**src/rtl/rtd_poll_pkg.sv**
```systemverilog
package rtd_poll_pkg;
  localparam int BYTE_W       = 8;
  localparam int WORD_W       = 16;
  localparam int CODE_W       = 15;
  localparam int BURST_BYTES  = 9;
  localparam int CFG_BYTES    = 2;
  localparam int IDX_W        = 4;
  localparam int WORD_HI_POS  = 2;
  localparam int WORD_LO_POS  = 3;
  localparam int WIRE_BIT     = 4;
  // 8192 divided by 16 (four fractional bits kept)
  localparam int SCALE_SHIFT  = 9;

  localparam logic [BYTE_W-1:0] CMD_WRITE_CFG = 8'h80;
  localparam logic [BYTE_W-1:0] CMD_READ_ALL  = 8'h00;
  localparam logic [BYTE_W-1:0] CFG_BASE      = 8'hA2;

  typedef enum logic [1:0] {
    SQ_GAP,
    SQ_LAUNCH,
    SQ_SHIFT,
    SQ_CLOSE
  } seq_state_t;

  function automatic logic [BYTE_W-1:0] cfg_byte(input bit three_wire);
    logic [BYTE_W-1:0] v;
    v = CFG_BASE;
    v[WIRE_BIT] = three_wire;
    return v;
  endfunction
endpackage

```
**src/rtl/rtd_spi_shifter.sv**
```systemverilog
module rtd_spi_shifter #(
  parameter int CLK_DIV = 2
) (
  input  logic       clk,
  input  logic       rst_n,
  input  logic       start_i,
  input  logic [7:0] tx_i,
  input  logic       miso_i,
  output logic       sck_o,
  output logic       mosi_o,
  output logic       done_o,
  output logic [7:0] rx_o
);
  localparam int DIV_W = $clog2(CLK_DIV + 1);

  logic             active_q, active_d;
  logic             phase_q, phase_d;
  logic [DIV_W-1:0] cnt_q, cnt_d;
  logic [2:0]       bit_q, bit_d;
  logic [7:0]       tx_q, tx_d;
  logic [7:0]       rx_q, rx_d;
  logic             sck_q, sck_d;
  logic             mosi_q, mosi_d;
  logic             done_q, done_d;
  logic             half_end;

  assign half_end = (cnt_q == DIV_W'(CLK_DIV - 1));

  always_comb begin
    active_d = active_q;
    phase_d  = phase_q;
    cnt_d    = cnt_q;
    bit_d    = bit_q;
    tx_d     = tx_q;
    rx_d     = rx_q;
    sck_d    = sck_q;
    mosi_d   = mosi_q;
    done_d   = 1'b0;
    if (start_i && !active_q) begin
      active_d = 1'b1;
      phase_d  = 1'b0;
      cnt_d    = '0;
      bit_d    = '0;
      tx_d     = tx_i;
    end else if (active_q) begin
      if (!half_end) begin
        cnt_d = cnt_q + 1'b1;
      end else begin
        cnt_d = '0;
        if (!phase_q) begin
          // rising edge: launch next data bit
          sck_d   = 1'b1;
          mosi_d  = tx_q[7];
          phase_d = 1'b1;
        end else begin
          // falling edge: capture returned bit
          sck_d   = 1'b0;
          rx_d    = {rx_q[6:0], miso_i};
          tx_d    = {tx_q[6:0], 1'b0};
          phase_d = 1'b0;
          if (bit_q == 3'd7) begin
            active_d = 1'b0;
            done_d   = 1'b1;
          end else begin
            bit_d = bit_q + 3'd1;
          end
        end
      end
    end
  end

  always_ff @(posedge clk or negedge rst_n) begin
    if (!rst_n) begin
      active_q <= 1'b0;
      phase_q  <= 1'b0;
      cnt_q    <= '0;
      bit_q    <= '0;
      tx_q     <= '0;
      rx_q     <= '0;
      sck_q    <= 1'b0;
      mosi_q   <= 1'b0;
      done_q   <= 1'b0;
    end else begin
      active_q <= active_d;
      phase_q  <= phase_d;
      cnt_q    <= cnt_d;
      bit_q    <= bit_d;
      tx_q     <= tx_d;
      rx_q     <= rx_d;
      sck_q    <= sck_d;
      mosi_q   <= mosi_d;
      done_q   <= done_d;
    end
  end

  assign sck_o  = sck_q;
  assign mosi_o = mosi_q;
  assign done_o = done_q;
  assign rx_o   = rx_q;

  // a finished byte is reported only right after the final falling edge
  a_r8_done_after_fall: assert property (@(posedge clk) disable iff (!rst_n)
    done_q |-> $fell(sck_q));
  // MOSI only moves together with a rising SCK
  a_r8_mosi_on_rise: assert property (@(posedge clk) disable iff (!rst_n)
    (mosi_q != $past(mosi_q)) |-> $rose(sck_q));
endmodule

```
**src/rtl/rtd_res_scale.sv**
```systemverilog
module rtd_res_scale
  import rtd_poll_pkg::*;
#(
  parameter int RREF   = 430,
  parameter int RREF_W = 9,
  parameter int RES_W  = 15
) (
  input  logic [WORD_W-1:0] word_i,
  output logic [CODE_W-1:0] code_o,
  output logic              fault_o,
  output logic [RES_W-1:0]  res_o
);
  localparam int PROD_W = CODE_W + RREF_W;

  logic [PROD_W-1:0] prod;

  assign code_o  = word_i[WORD_W-1:1];
  assign fault_o = word_i[0];
  assign prod    = PROD_W'(code_o) * PROD_W'(RREF);
  assign res_o   = prod[PROD_W-1:SCALE_SHIFT];
endmodule

```
**src/rtl/rtd_poll_seq.sv**
```systemverilog
module rtd_poll_seq
  import rtd_poll_pkg::*;
#(
  parameter int CLK_DIV    = 2,
  parameter int GAP_SCK    = 2,
  parameter bit THREE_WIRE = 1'b0
) (
  input  logic              clk,
  input  logic              rst_n,
  input  logic              done_i,
  input  logic [7:0]        rx_i,
  output logic              start_o,
  output logic [7:0]        tx_o,
  output logic              cs_n_o,
  output logic [WORD_W-1:0] word_o,
  output logic              poll_done_o
);
  localparam int GAP_CYC = GAP_SCK * 2 * CLK_DIV;
  localparam int GAP_W   = $clog2(GAP_CYC + 1);
  localparam logic [7:0] CFG_WORD = cfg_byte(THREE_WIRE);

  seq_state_t       state_q, state_d;
  logic [IDX_W-1:0] idx_q, idx_d, last_idx;
  logic [GAP_W-1:0] gap_q, gap_d;
  logic             cfg_done_q, cfg_done_d;
  logic             cs_n_q, cs_n_d;
  logic [7:0]       hi_q, hi_d, lo_q, lo_d;

  assign last_idx = cfg_done_q ? IDX_W'(BURST_BYTES - 1) : IDX_W'(CFG_BYTES - 1);

  always_comb begin
    state_d     = state_q;
    idx_d       = idx_q;
    gap_d       = gap_q;
    cfg_done_d  = cfg_done_q;
    cs_n_d      = cs_n_q;
    hi_d        = hi_q;
    lo_d        = lo_q;
    start_o     = 1'b0;
    poll_done_o = 1'b0;
    if (cfg_done_q)          tx_o = CMD_READ_ALL;
    else if (idx_q == '0)    tx_o = CMD_WRITE_CFG;
    else                     tx_o = CFG_WORD;
    case (state_q)
      SQ_GAP: begin
        if (gap_q == GAP_W'(GAP_CYC - 1)) begin
          gap_d   = '0;
          cs_n_d  = 1'b0;
          state_d = SQ_LAUNCH;
        end else begin
          gap_d = gap_q + 1'b1;
        end
      end
      SQ_LAUNCH: begin
        start_o = 1'b1;
        state_d = SQ_SHIFT;
      end
      SQ_SHIFT: begin
        if (done_i) begin
          if (cfg_done_q && idx_q == IDX_W'(WORD_HI_POS)) hi_d = rx_i;
          if (cfg_done_q && idx_q == IDX_W'(WORD_LO_POS)) lo_d = rx_i;
          if (idx_q == last_idx) begin
            state_d = SQ_CLOSE;
          end else begin
            idx_d   = idx_q + 1'b1;
            state_d = SQ_LAUNCH;
          end
        end
      end
      SQ_CLOSE: begin
        cs_n_d      = 1'b1;
        poll_done_o = cfg_done_q;
        cfg_done_d  = 1'b1;
        idx_d       = '0;
        state_d     = SQ_GAP;
      end
      default: state_d = SQ_GAP;
    endcase
  end

  always_ff @(posedge clk or negedge rst_n) begin
    if (!rst_n) begin
      state_q    <= SQ_GAP;
      idx_q      <= '0;
      gap_q      <= '0;
      cfg_done_q <= 1'b0;
      cs_n_q     <= 1'b1;
      hi_q       <= '0;
      lo_q       <= '0;
    end else begin
      state_q    <= state_d;
      idx_q      <= idx_d;
      gap_q      <= gap_d;
      cfg_done_q <= cfg_done_d;
      cs_n_q     <= cs_n_d;
      hi_q       <= hi_d;
      lo_q       <= lo_d;
    end
  end

  assign cs_n_o = cs_n_q;
  assign word_o = {hi_q, lo_q};

  // checker-only count of cycles spent with chip select high
  logic [GAP_W-1:0] hi_run_q;
  always_ff @(posedge clk or negedge rst_n) begin
    if (!rst_n)                          hi_run_q <= '0;
    else if (!cs_n_q)                    hi_run_q <= '0;
    else if (hi_run_q != GAP_W'(GAP_CYC)) hi_run_q <= hi_run_q + 1'b1;
  end

  // chip select is idle for the full gap before each assertion
  a_r9_cs_gap: assert property (@(posedge clk) disable iff (!rst_n)
    $fell(cs_n_q) |-> (hi_run_q == GAP_W'(GAP_CYC)));
  // bytes are only launched inside an active chip select window
  a_r9_start_in_cs: assert property (@(posedge clk) disable iff (!rst_n)
    start_o |-> !cs_n_q);
endmodule

```
**src/rtl/rtd_spi_poller.sv**
```systemverilog
module rtd_spi_poller
  import rtd_poll_pkg::*;
#(
  parameter int CLK_DIV    = 2,
  parameter int GAP_SCK    = 2,
  parameter bit THREE_WIRE = 1'b0,
  parameter int RREF       = 430,
  localparam int RREF_W    = $clog2(RREF + 1),
  localparam int RES_W     = CODE_W + RREF_W - SCALE_SHIFT
) (
  input  logic              clk,
  input  logic              rst_n,
  input  logic              spi_miso,
  output logic              spi_sck,
  output logic              spi_mosi,
  output logic              spi_cs_n,
  output logic [CODE_W-1:0] rtd_code,
  output logic              rtd_fault,
  output logic [RES_W-1:0]  res_q4,
  output logic              sample_valid
);
  logic [1:0]        rst_pipe_q;
  logic              rst_n_s;
  logic              start, done, poll_done;
  logic [7:0]        tx_byte, rx_byte;
  logic [WORD_W-1:0] word;
  logic [CODE_W-1:0] code_c, code_q;
  logic              fault_c, fault_q;
  logic [RES_W-1:0]  res_c, res_q;
  logic              valid_q;

  always_ff @(posedge clk or negedge rst_n) begin
    if (!rst_n) rst_pipe_q <= 2'b00;
    else        rst_pipe_q <= {rst_pipe_q[0], 1'b1};
  end
  assign rst_n_s = rst_pipe_q[1];

  rtd_poll_seq #(
    .CLK_DIV(CLK_DIV), .GAP_SCK(GAP_SCK), .THREE_WIRE(THREE_WIRE)
  ) seq_i (
    .clk(clk), .rst_n(rst_n_s), .done_i(done), .rx_i(rx_byte),
    .start_o(start), .tx_o(tx_byte), .cs_n_o(spi_cs_n),
    .word_o(word), .poll_done_o(poll_done)
  );

  rtd_spi_shifter #(.CLK_DIV(CLK_DIV)) shf_i (
    .clk(clk), .rst_n(rst_n_s), .start_i(start), .tx_i(tx_byte),
    .miso_i(spi_miso), .sck_o(spi_sck), .mosi_o(spi_mosi),
    .done_o(done), .rx_o(rx_byte)
  );

  rtd_res_scale #(.RREF(RREF), .RREF_W(RREF_W), .RES_W(RES_W)) scl_i (
    .word_i(word), .code_o(code_c), .fault_o(fault_c), .res_o(res_c)
  );

  always_ff @(posedge clk or negedge rst_n_s) begin
    if (!rst_n_s) begin
      code_q  <= '0;
      fault_q <= 1'b0;
      res_q   <= '0;
      valid_q <= 1'b0;
    end else begin
      valid_q <= poll_done;
      if (poll_done) begin
        code_q  <= code_c;
        fault_q <= fault_c;
        res_q   <= res_c;
      end
    end
  end

  assign rtd_code     = code_q;
  assign rtd_fault    = fault_q;
  assign res_q4       = res_q;
  assign sample_valid = valid_q;

  // strobe lasts a single cycle
  a_r7_valid_pulse: assert property (@(posedge clk) disable iff (!rst_n_s)
    valid_q |=> !valid_q);
  // results are frozen between strobes
  a_r7_hold: assert property (@(posedge clk) disable iff (!rst_n_s)
    !valid_q |-> ($stable(code_q) && $stable(fault_q) && $stable(res_q)));
  // serial clock rests low whenever the converter is deselected
  a_r8_sck_idle: assert property (@(posedge clk) disable iff (!rst_n_s)
    spi_cs_n |-> !spi_sck);
  // a strobe coincides with chip select going inactive
  a_r7_valid_at_cs_rise: assert property (@(posedge clk) disable iff (!rst_n_s)
    valid_q |-> $rose(spi_cs_n));
endmodule

```
**config.mk**
```make
export PLATFORM = sky130hd
export DESIGN_NAME = rtd_spi_poller
export DESIGN_NICKNAME = d
export VERILOG_FILES = /design/src/rtl/rtd_poll_pkg.sv /design/src/rtl/rtd_spi_shifter.sv /design/src/rtl/rtd_res_scale.sv /design/src/rtl/rtd_poll_seq.sv /design/src/rtl/rtd_spi_poller.sv
export SDC_FILE = /design/constraint.sdc
export NUM_CORES = 1
export LEC_CHECK = 0
export BUFFER_PORTS_ARGS = -buffer_cell sky130_fd_sc_hd__buf_2
export CAP_MARGIN = 10
export CORE_UTILIZATION = 55
export DETAILED_ROUTE_END_ITERATION = 7
export GPL_TIMING_DRIVEN = 0
export HOLD_SLACK_MARGIN = 0.02
export PLACE_DENSITY = 0.83
export SLEW_MARGIN = 10
export SYNTH_ARGS = -nofsm -noshare
export SYNTH_HDL_FRONTEND = slang
export SYNTH_HIERARCHICAL = 1
export SYNTH_SLANG_ARGS = --single-unit
```
**constraint.sdc**
```tcl
create_clock -name clk -period 7.6 [get_ports clk]
set_input_delay 1.52 -clock clk [delete_from_list [all_inputs] [get_ports clk]]
set_output_delay 1.52 -clock clk [all_outputs]
set_load 0.05 [all_outputs]
```
== Word-level counts from Yosys, hierarchy flattened ==
Index checks and enable logic that the tools add are counted.
Widths: inputs -> output; s select.
Storage, ports and cells
  flip-flop bits (word level): 88
  RAM bits: 0
  word-level logic and storage cells: 104
  latch bits: 0
  memories: 0
  bits in read-only memories: 0
Operators by class
  order comparisons: 0
  multiplexer cells: 41
  $mul: 1
  $add $sub $neg: 4
  eq/ne operators: 13
  reductions and logical operators: 22
  shifts and indexed selects: 0
  div/mod/pow operators: 0
  bitwise operators: 2
Operator list (number)
  $mux 8: 5
  $mul 15x8->23 const B: 1
  $mux 1: 17
  $mux 4: 4
  $mux 3: 5
  $reduce_and 3->1: 5
  $mux 2: 6
  $reduce_and 4->1: 3
  $reduce_bool 2->1: 5
  $add 4x1->4 const B: 2
  $eq 4x2->1 const B: 2
  $pmux 2 s4: 1
  $pmux 4 s2: 1
  $mux 6: 1
  $ne 2x1->1 const B: 3
  $reduce_and 2->1: 3
  $eq 2x1->1 const B: 2
  $eq 2x2->1 const B: 2
  $eq 4x3->1 const B: 1
  $eq 4x4->1: 1
  $logic_not 4->1: 1
  $add 3x1->3 const B: 1
  $eq 3x3->1 const B: 1
  $logic_and 1x1->1: 3
  6 further kinds: 7

== Depth between registers and ports, before layout ==
Gate-level depths: netlist of the first run.
  depth after elaboration: 6
  gate-level depth with buffers: 17

== Modules after synthesis ==
The synthesis of the first run kept the hierarchy.
Modules (own cells, without submodules)
  rtd_res_scale: area an instance 2708.8 µm², instances 1, cells each 294
  rtd_poll_seq: area an instance 1372.6 µm², instances 1, cells each 116
  rtd_spi_poller: area an instance 1237.4 µm², instances 1, cells each 69
  rtd_spi_shifter: area an instance 1118.6 µm², instances 1, cells each 107

== Least setup slack after synthesis of the first run ==
Ideal clock, no wire load.
  kind: reg2reg
  from: register seq_i.hi_q[0]
  to: register res_q[11] (netlist: res_q4[11])
  required time: 7.475 ns
  data arrival time: 4.139 ns
  setup time: 0.125 ns
  path slack: 3.336 ns
  stages on the path, launching flop included: 16
  cell sequence: dfrtp_1 ha_1 fa_1 fa_1 inv_1 fa_1 inv_1 ha_1 a211oi_1 o21ai_0 a21oi_1 and3_1 buf_6 nor3_1 a211o_2 mux2_2
On the way
  word-level cells in the longest chain between the ends: 1
Ends and longest elaborated chain
  start: declaration: RTL line rtd_poll_seq.sv:27  | logic [7:0] hi_q, hi_d, lo_q, lo_d;
  start signal: assignment: RTL line rtd_poll_seq.sv:96  | hi_q <= hi_d;
  $mul 15x8->23: RTL line rtd_res_scale.sv:19  | assign prod = PROD_W'(code_o) * PROD_W'(RREF);
  named net res_c[11]: RTL line rtd_spi_poller.sv:29  | logic [RES_W-1:0] res_c, res_q;
  end signal: assignment: RTL line rtd_spi_poller.sv:67  | res_q <= res_c;
  end: declaration: RTL line rtd_spi_poller.sv:29
The timed path passes the listed nets, and every way through them passes these cells.
A chain may end at the register's enable or synchronous reset.

== Final worst setup path of the first run ==
  from: register seq_i.hi_q[1]
  to: register res_q[11] (netlist: res_q4[11])
Same word-level chain as after synthesis.

==> results of run 1 <==
## cell usage after synthesis (all sizes together), types with 2 or more instances
master,instances,share of area
dfrtp,87,0.34
inv,86,0.050
ha,73,0.14
mux2,51,0.089
fa,44,0.14
nand2,42,0.024
buf,33,0.040
nor2,28,0.017
a21oi,21,0.016
o21ai,17,0.014
nor3,11,0.0086
xnor2,9,0.012
nand4,8,0.012
mux2i,7,0.011
nand3,7,0.0054
xor2,7,0.0095
and3,5,0.0051
nand2b,4,0.0039
o211ai,3,0.0035
o21bai,3,0.0035
o31ai,3,0.0043
a211oi,2,0.0023
a21o,2,0.0023
a22o,2,0.0027
a31oi,2,0.0019
and2b,2,0.0025
conb,2,0.0012
nand3b,2,0.0023
nand4b,2,0.0037
## metrics by stage
stage	hold slack (ns)	instance area, µm²	worst slack, ns	std cells	util
after global placement	0.337	6820	2.97	770	0.597
after floorplan	0.331	6450	3.34	590	-
after CTS	0.358	7150	2.83	787	0.627
after detailed placement	0.341	6840	2.83	771	0.599
after global routing	0.367	7150	2.64	787	0.627
final	0.339	7150	2.81	787	0.627
## layout make-up
type                       count  area [µm²]  area share
buffer                        33         256      0.0359
inverter                      86         323      0.0451
tap                          143         179      0.0250
clock buffer                  11         253      0.0353
clock inverter                 5        61.3     0.00857
multi-input combinational    383        3670       0.513
sequential                    88        2210       0.308
timing repair buffer          38         205      0.0287
## worst max path at each step
stage                       to  depth (start not counted)  slack [ns]     startpoint
detailed placement  res_q4[11]                         15        2.83  seq_i/hi_q[0]
finish              res_q4[11]                         15        2.81  seq_i/hi_q[1]
global placement    res_q4[11]                         15        2.97  seq_i/hi_q[0]
global route        res_q4[11]                         15        2.64  seq_i/hi_q[0]
CTS                 res_q4[11]                         15        2.83  seq_i/hi_q[1]
floorplan           res_q4[11]                         15        3.34  seq_i/hi_q[0]
## sequential cells by signal (all words and copies together), names as in the netlist, 2 cells and up
name / count
seq_i/lo_q: 8
rst_pipe_q: 2
res_q4: 15
shf_i/cnt_q: 2
seq_i/state_q: 2
seq_i/gap_q: 4
shf_i/rx_o: 8
rtd_code: 15
seq_i/hi_q: 8
shf_i/bit_q: 3
shf_i/tx_q: 8
seq_i/idx_q: 4
## worst max-delay path: cells and delay by family (launching register included)
family                   cells  cell delay [ns]
adder cells (fa/ha/maj)      5             2.32
AO/OA/AOI/OAI                4             0.97
flip-flops                   1             0.60
AND/OR/NAND/NOR              2             0.28
multiplexers                 1             0.26
buffers and inverters        3             0.25
## logic make-up after synthesis
group / Yosys count / synth area share
and+or+nand+nor: 120 / 0.0970
buffers and inverters: 119 / 0.0900
adders and majority gates: 117 / 0.279
DFF: 88 / 0.342
AOI/OAI and AO/OA: 66 / 0.0690
muxes: 58 / 0.100
xor gates and xnor gates: 16 / 0.0218
other: 2 / 0.00117
## where the power goes
part | total [W] | internal (W) | switching (W)
Sequential | 0.000480 | 0.000473 | 0.00000775
Clock | 0.000465 | 0.000275 | 0.000190
Combinational | 0.0000123 | 0.00000509 | 0.00000717
## routing by layer
| layer | vias up | wire, µm | GRT usage |
|---|---|---|---|
| li1 | 2042 | - | - |
| met1 | 2165 | 4990 | 0.257 |
| met2 | 87 | 6480 | 0.410 |
| met3 | 14 | 520 | 0.0523 |
| met4 | 0 | 174 | 0.0705 |
| met5 | - | 0 | 0 |
==> results.sh, run 1 <==
export IMPL_htreeDepth=3
export IMPL_cts_root_buf="clkbuf_16"
export IMPL_peakVddDrop_mv=0.182
export IMPL_synth_ff_type="dfrtp_1"
export IMPL_die_w_um=110
export IMPL_holdCritPathClass="reg2async"
export IMPL_die_area_um2=12100
export IMPL_track_usage=0.224
export IMPL_async_reset_ff_frac=1.00
export IMPL_synth_edf_count=0
export IMPL_core_area_um2=11400
export IMPL_r2r_cells=15
export IMPL_reg2reg_slack_ns=2.81
export IMPL_drive_gt1_frac=0.236
export IMPL_seq_area_frac_synth=0.342
export IMPL_vias=4308
export IMPL_grt_pass1_wl_um=20500
export IMPL_crit_path_max_incr_delay_ns=0.60
export IMPL_crit_arrival_ns=5.02
export IMPL_fin_nets=759
export IMPL_nFillCells=909
export IMPL_r2r_end="res_q4[11]"
export IMPL_place_hpwl_um=9130
export IMPL_path_common_cell="fa_1"
export IMPL_drt_initial_drc_count=155
export IMPL_power_density_nw_per_um2=134
export IMPL_total_power_w=0.000957
export IMPL_cts_sinks=88
export IMPL_finalHoldViolCount=0
export IMPL_worst_pin_slew_ns=0.918
export IMPL_antenna_found_initial=0
export IMPL_fin_crit_sh=0.631
export IMPL_synth_seq_cells=88
export IMPL_slew_violations=0
export IMPL_cp_required_ns=7.83
export IMPL_path_cells="ha_1 > fa_1 > fa_1 > inv_1 > fa_1 > inv_1 > ha_1 > a211oi_1 > o21ai_0 > a21oi_1 > and3_1 > buf_6 > nor3_1 > a211o_2 > mux2_2"
export IMPL_grt_max_degree=45
export IMPL_gp_congestion=0.894
export IMPL_initial_core_util=0.564
export IMPL_end_kind="flip-flop"
export IMPL_antenna_cells=0
export IMPL_rr_startpoint="seq_i/hi_q[1]"
export IMPL_fmax_mhz=209
export IMPL_min_period_ns=4.79
export IMPL_grt_pass1_vias=4482
export IMPL_postSynthAreaPerCell_um2=11.0
export IMPL_area_growth_pct=11.1
export IMPL_vias_per_cell=5.47
export IMPL_routed_wl_um=12200
export IMPL_cap_violations=0
export IMPL_grt_overflow=0
export IMPL_crit_type="reg2reg"
export IMPL_die_y_um=110
export IMPL_status="completed"
export IMPL_antenna_left=0
export IMPL_slew_headroom=0.383
export IMPL_ys_types=60
export IMPL_final_cell_mix="dfrtp_1 (86), inv_1 (86), ha_1 (73)"
export IMPL_fin_skew_ns=0.00537
export IMPL_rsz0062_at_grt="false"
export IMPL_startpoint_type="flip-flop"
export IMPL_numCtsBuffers=9
export IMPL_cts_tree="done"
export IMPL_insertion_delay_ns=0.35
export IMPL_syn_inst=586
export IMPL_cts_resized_gates=0
export IMPL_cts_hold_buf=0
export IMPL_finalSetupTns_ns=0
export IMPL_wl_per_cell_um=15.5
export IMPL_ios=38
export IMPL_num_rows=39
export IMPL_postCtsSetupRepairBufs=0
export IMPL_syn_cell_area_um2=6440
export IMPL_first_pass_iters=4
export IMPL_setup_viol=0
export IMPL_drc=0
export IMPL_io_buffer_count=37
export IMPL_cp_max_fo=8
export IMPL_clock_path_buffers=2
export IMPL_leakage_nw=3.92
export IMPL_clk_pin_slew_ns=0.07
export IMPL_crit_path_top_delay_cell="dfrtp_1"
export IMPL_synth_warnings=6
(Power assumes the default switching activity.)
==> run 2, diff against run 1 <==
ABC_AREA = 1   (was not set)
PLACE_DENSITY = 0.86   (was 0.83)
clock period = 3.9 ns   (was 7.6 ns; I/O delays follow)
==> results.sh, run 2 <==
export IMPL_slew_headroom=0.555
export IMPL_utilization=0.665
export IMPL_first_pass_iters=7
export IMPL_wl_per_cell_um=15.0
export IMPL_swShare=0.238
export IMPL_yosysTopAreaCell="dfrtp_1"
export IMPL_cap_violations=0
export IMPL_yosys_area_top_type_share=0.318
export IMPL_core_area_um2=12100
export IMPL_initial_core_util=0.568
export IMPL_seq_area_frac_synth=0.322
export IMPL_combPwrFrac=0.018
export IMPL_internal_power_w=0.00138
export IMPL_fin_ws_ns=-0.0443
export IMPL_slew_violations=0
export IMPL_cts_tree="done"
export IMPL_fin_cells=1051
export IMPL_crit_arrival_ns=4.19
export IMPL_gp_congestion=0.876
export IMPL_final_cell_mix="nand2_1 (245), inv_1 (112), dfrtp_1 (73)"
export IMPL_pre_cts_ws_ns=-0.179
export IMPL_pwr_share_seq=0.514
export IMPL_drc=0
export IMPL_synth_seq_cells=88
export IMPL_holdWs_ns=0.200
export IMPL_yosysMostFrequentCell="nand2_1"
export IMPL_vias=5526
export IMPL_clock_path_buffers=2
export IMPL_ys_top_cells_by_area="dfrtp_1 (32%), nand2_1 (13%), ha_1 (13%), fa_1 (13%), inv_1 (6.1%)"
export IMPL_numCtsBuffers=9
export IMPL_place_hpwl_um=10400
export IMPL_power_density_nw_per_um2=226
export IMPL_fin_crit_sh=1.01
export IMPL_synth_edf_count=0
export IMPL_drive_gt1_frac=0.237
export IMPL_vias_per_cell=5.26
export IMPL_fin_nets=998
export IMPL_yosys_top_cells_count="nand2_1 (245), inv_1 (112), dfrtp_1 (87)"
export IMPL_crit_type="reg2reg"
export IMPL_cp_required_ns=4.14
export IMPL_ys_types=40
export IMPL_antenna_found_initial=0
export IMPL_worst_pin_slew_ns=0.665
export IMPL_num_rows=40
export IMPL_syn_inst=803
export IMPL_peakVddDrop_mv=0.158
export IMPL_async_reset_ff_frac=1.00
export IMPL_dp_cells=1013
export IMPL_holdCritPathClass="in2async"
export IMPL_cp_max_fo=5
export IMPL_routed_wl_um=15700
export IMPL_grt_overflow=0
export IMPL_grt_max_degree=61
export IMPL_seq_area_um2=2220
export IMPL_synth_ff_type="dfrtp_1"
export IMPL_die_area_um2=12900
export IMPL_multi_input_area_um2=4220
export IMPL_die_y_um=114
export IMPL_setup_viol=3
export IMPL_fin_skew_ns=0.0138
export IMPL_cts_sinks=88
export IMPL_leakage_nw=4.64
export IMPL_io_buffer_count=37
export IMPL_status="finished with violations"
export IMPL_clk_pin_slew_ns=0.07
export IMPL_final_common_cell="nand2_1"
export IMPL_ios=38
export IMPL_drt_initial_drc_count=356
export IMPL_grt_pass1_vias=5188
export IMPL_startpoint_type="flip-flop"
export IMPL_insertion_delay_ns=0.36
export IMPL_end_kind="flip-flop"
export IMPL_postSynthAreaPerCell_um2=8.53
export IMPL_grt_pass1_wl_um=23700
export IMPL_power_switching_w=0.000431
export IMPL_fmax_mhz=254
export IMPL_synth_warnings=6
export IMPL_area_growth_pct=17.2
export IMPL_track_usage=0.233
export IMPL_power_frac_clock=0.468
export IMPL_cts_root_buf="clkbuf_16"
export IMPL_syn_cell_area_um2=6850
export IMPL_antenna_left=0
export IMPL_nFillCells=855
export IMPL_antenna_cells=0
export IMPL_min_period_ns=3.94
export IMPL_finalHoldViolCount=0
export IMPL_die_w_um=114
export IMPL_htreeDepth=3
export IMPL_violations="negative setup slack"
run 2: kinds of logic after synthesis:
group	after synthesis	share of synthesized area
DFF	88	0.322
other	2	0.00110
AOI/OAI and AO/OA	64	0.0596
buffers and inverters	151	0.101
xor gates and xnor gates	11	0.0141
adders and majority gates	117	0.262
muxes	1	0.00164
and+or+nand+nor	369	0.239
run 2: final cells by class:
class,count,share of cell area
Clock inverter,7,0.00889
Multi-Input combinational cell,568,0.526
Buffer,36,0.0323
Inverter,115,0.0538
Sequential cell,88,0.277
Timing Repair Buffer,60,0.0475
Clock buffer,9,0.0281
Tap cell,168,0.0262
run 2: timing repair:
action,CTS,global route
hold buffers,0,0
setup buffers,4,18
pin swaps,0,1
endpoints found under the setup margin,11,12
gates resized for setup,14,42
gates cloned,0,0
run 2: metrics by stage:
stage	power (W)	setup TNS, ns	area, µm²
2_1_floorplan	0.000969	0	6860
4_1_cts	0.00183	0	7640
3_5_place_dp	0.000983	-0.771	7290
3_3_place_gp	0.000977	-0.363	7260
5_1_grt	0.00187	-0.576	8030
6_report	0.00181	-0.0979	8030
run 2: power groups by stage:
stage | Combinational (W) | Sequential, W | Clock (W)
6_report | 0.0000333 | 0.000931 | 0.000849
5_1_grt | 0.0000382 | 0.000933 | 0.000903
4_1_cts | 0.0000340 | 0.000931 | 0.000864
3_5_place_dp | 0.0000336 | 0.000949 | 0
3_3_place_gp | 0.0000180 | 0.000959 | 0
2_1_floorplan | 0.0000155 | 0.000954 | 0
run 2: worst max-delay path, stage by stage, from the launching register on:
cell and delay (ns):
dfrtp_2 0.48, buf_4 0.18, ha_1 0.19, fa_1 0.48
inv_1 0.06, fa_1 0.48, inv_1 0.06, fa_1 0.48
ha_2 0.40, nand2_1 0.12, o21ai_0 0.31, nand2_1 0.13
nand3_2 0.13, nand2_1 0.08, nand3_1 0.08, nand2_1 0.06
nand2_1 0.06, nand2_1 0.05
run 2: path summary, 6_finish.rpt:
path | start | end | slack, ns | cells after the start
worst max-delay path | seq_i/lo_q[5] | res_q4[8] | -0.04 | 17
worst min-delay path | rst_n | rst_pipe_q[0] | 0.20 | 1
worst max register to register | seq_i/lo_q[5] | res_q4[8] | -0.04 | 17
worst min register to register | rst_pipe_q[1] | rtd_code[7] | 0.24 | 0
max in group asynchronous | rst_pipe_q[1] | seq_i/cs_n_o | 3.01 | 1
min in group clk | rst_pipe_q[0] | rst_pipe_q[1] | 0.38 | 0
run 2: metal layers:
metal | global-route usage | wire length, µm
met1 | 0.273 | 6420
met2 | 0.427 | 7990
met4 | 0.0825 | 663
met5 | 0 | 0
met3 | 0.0436 | 674
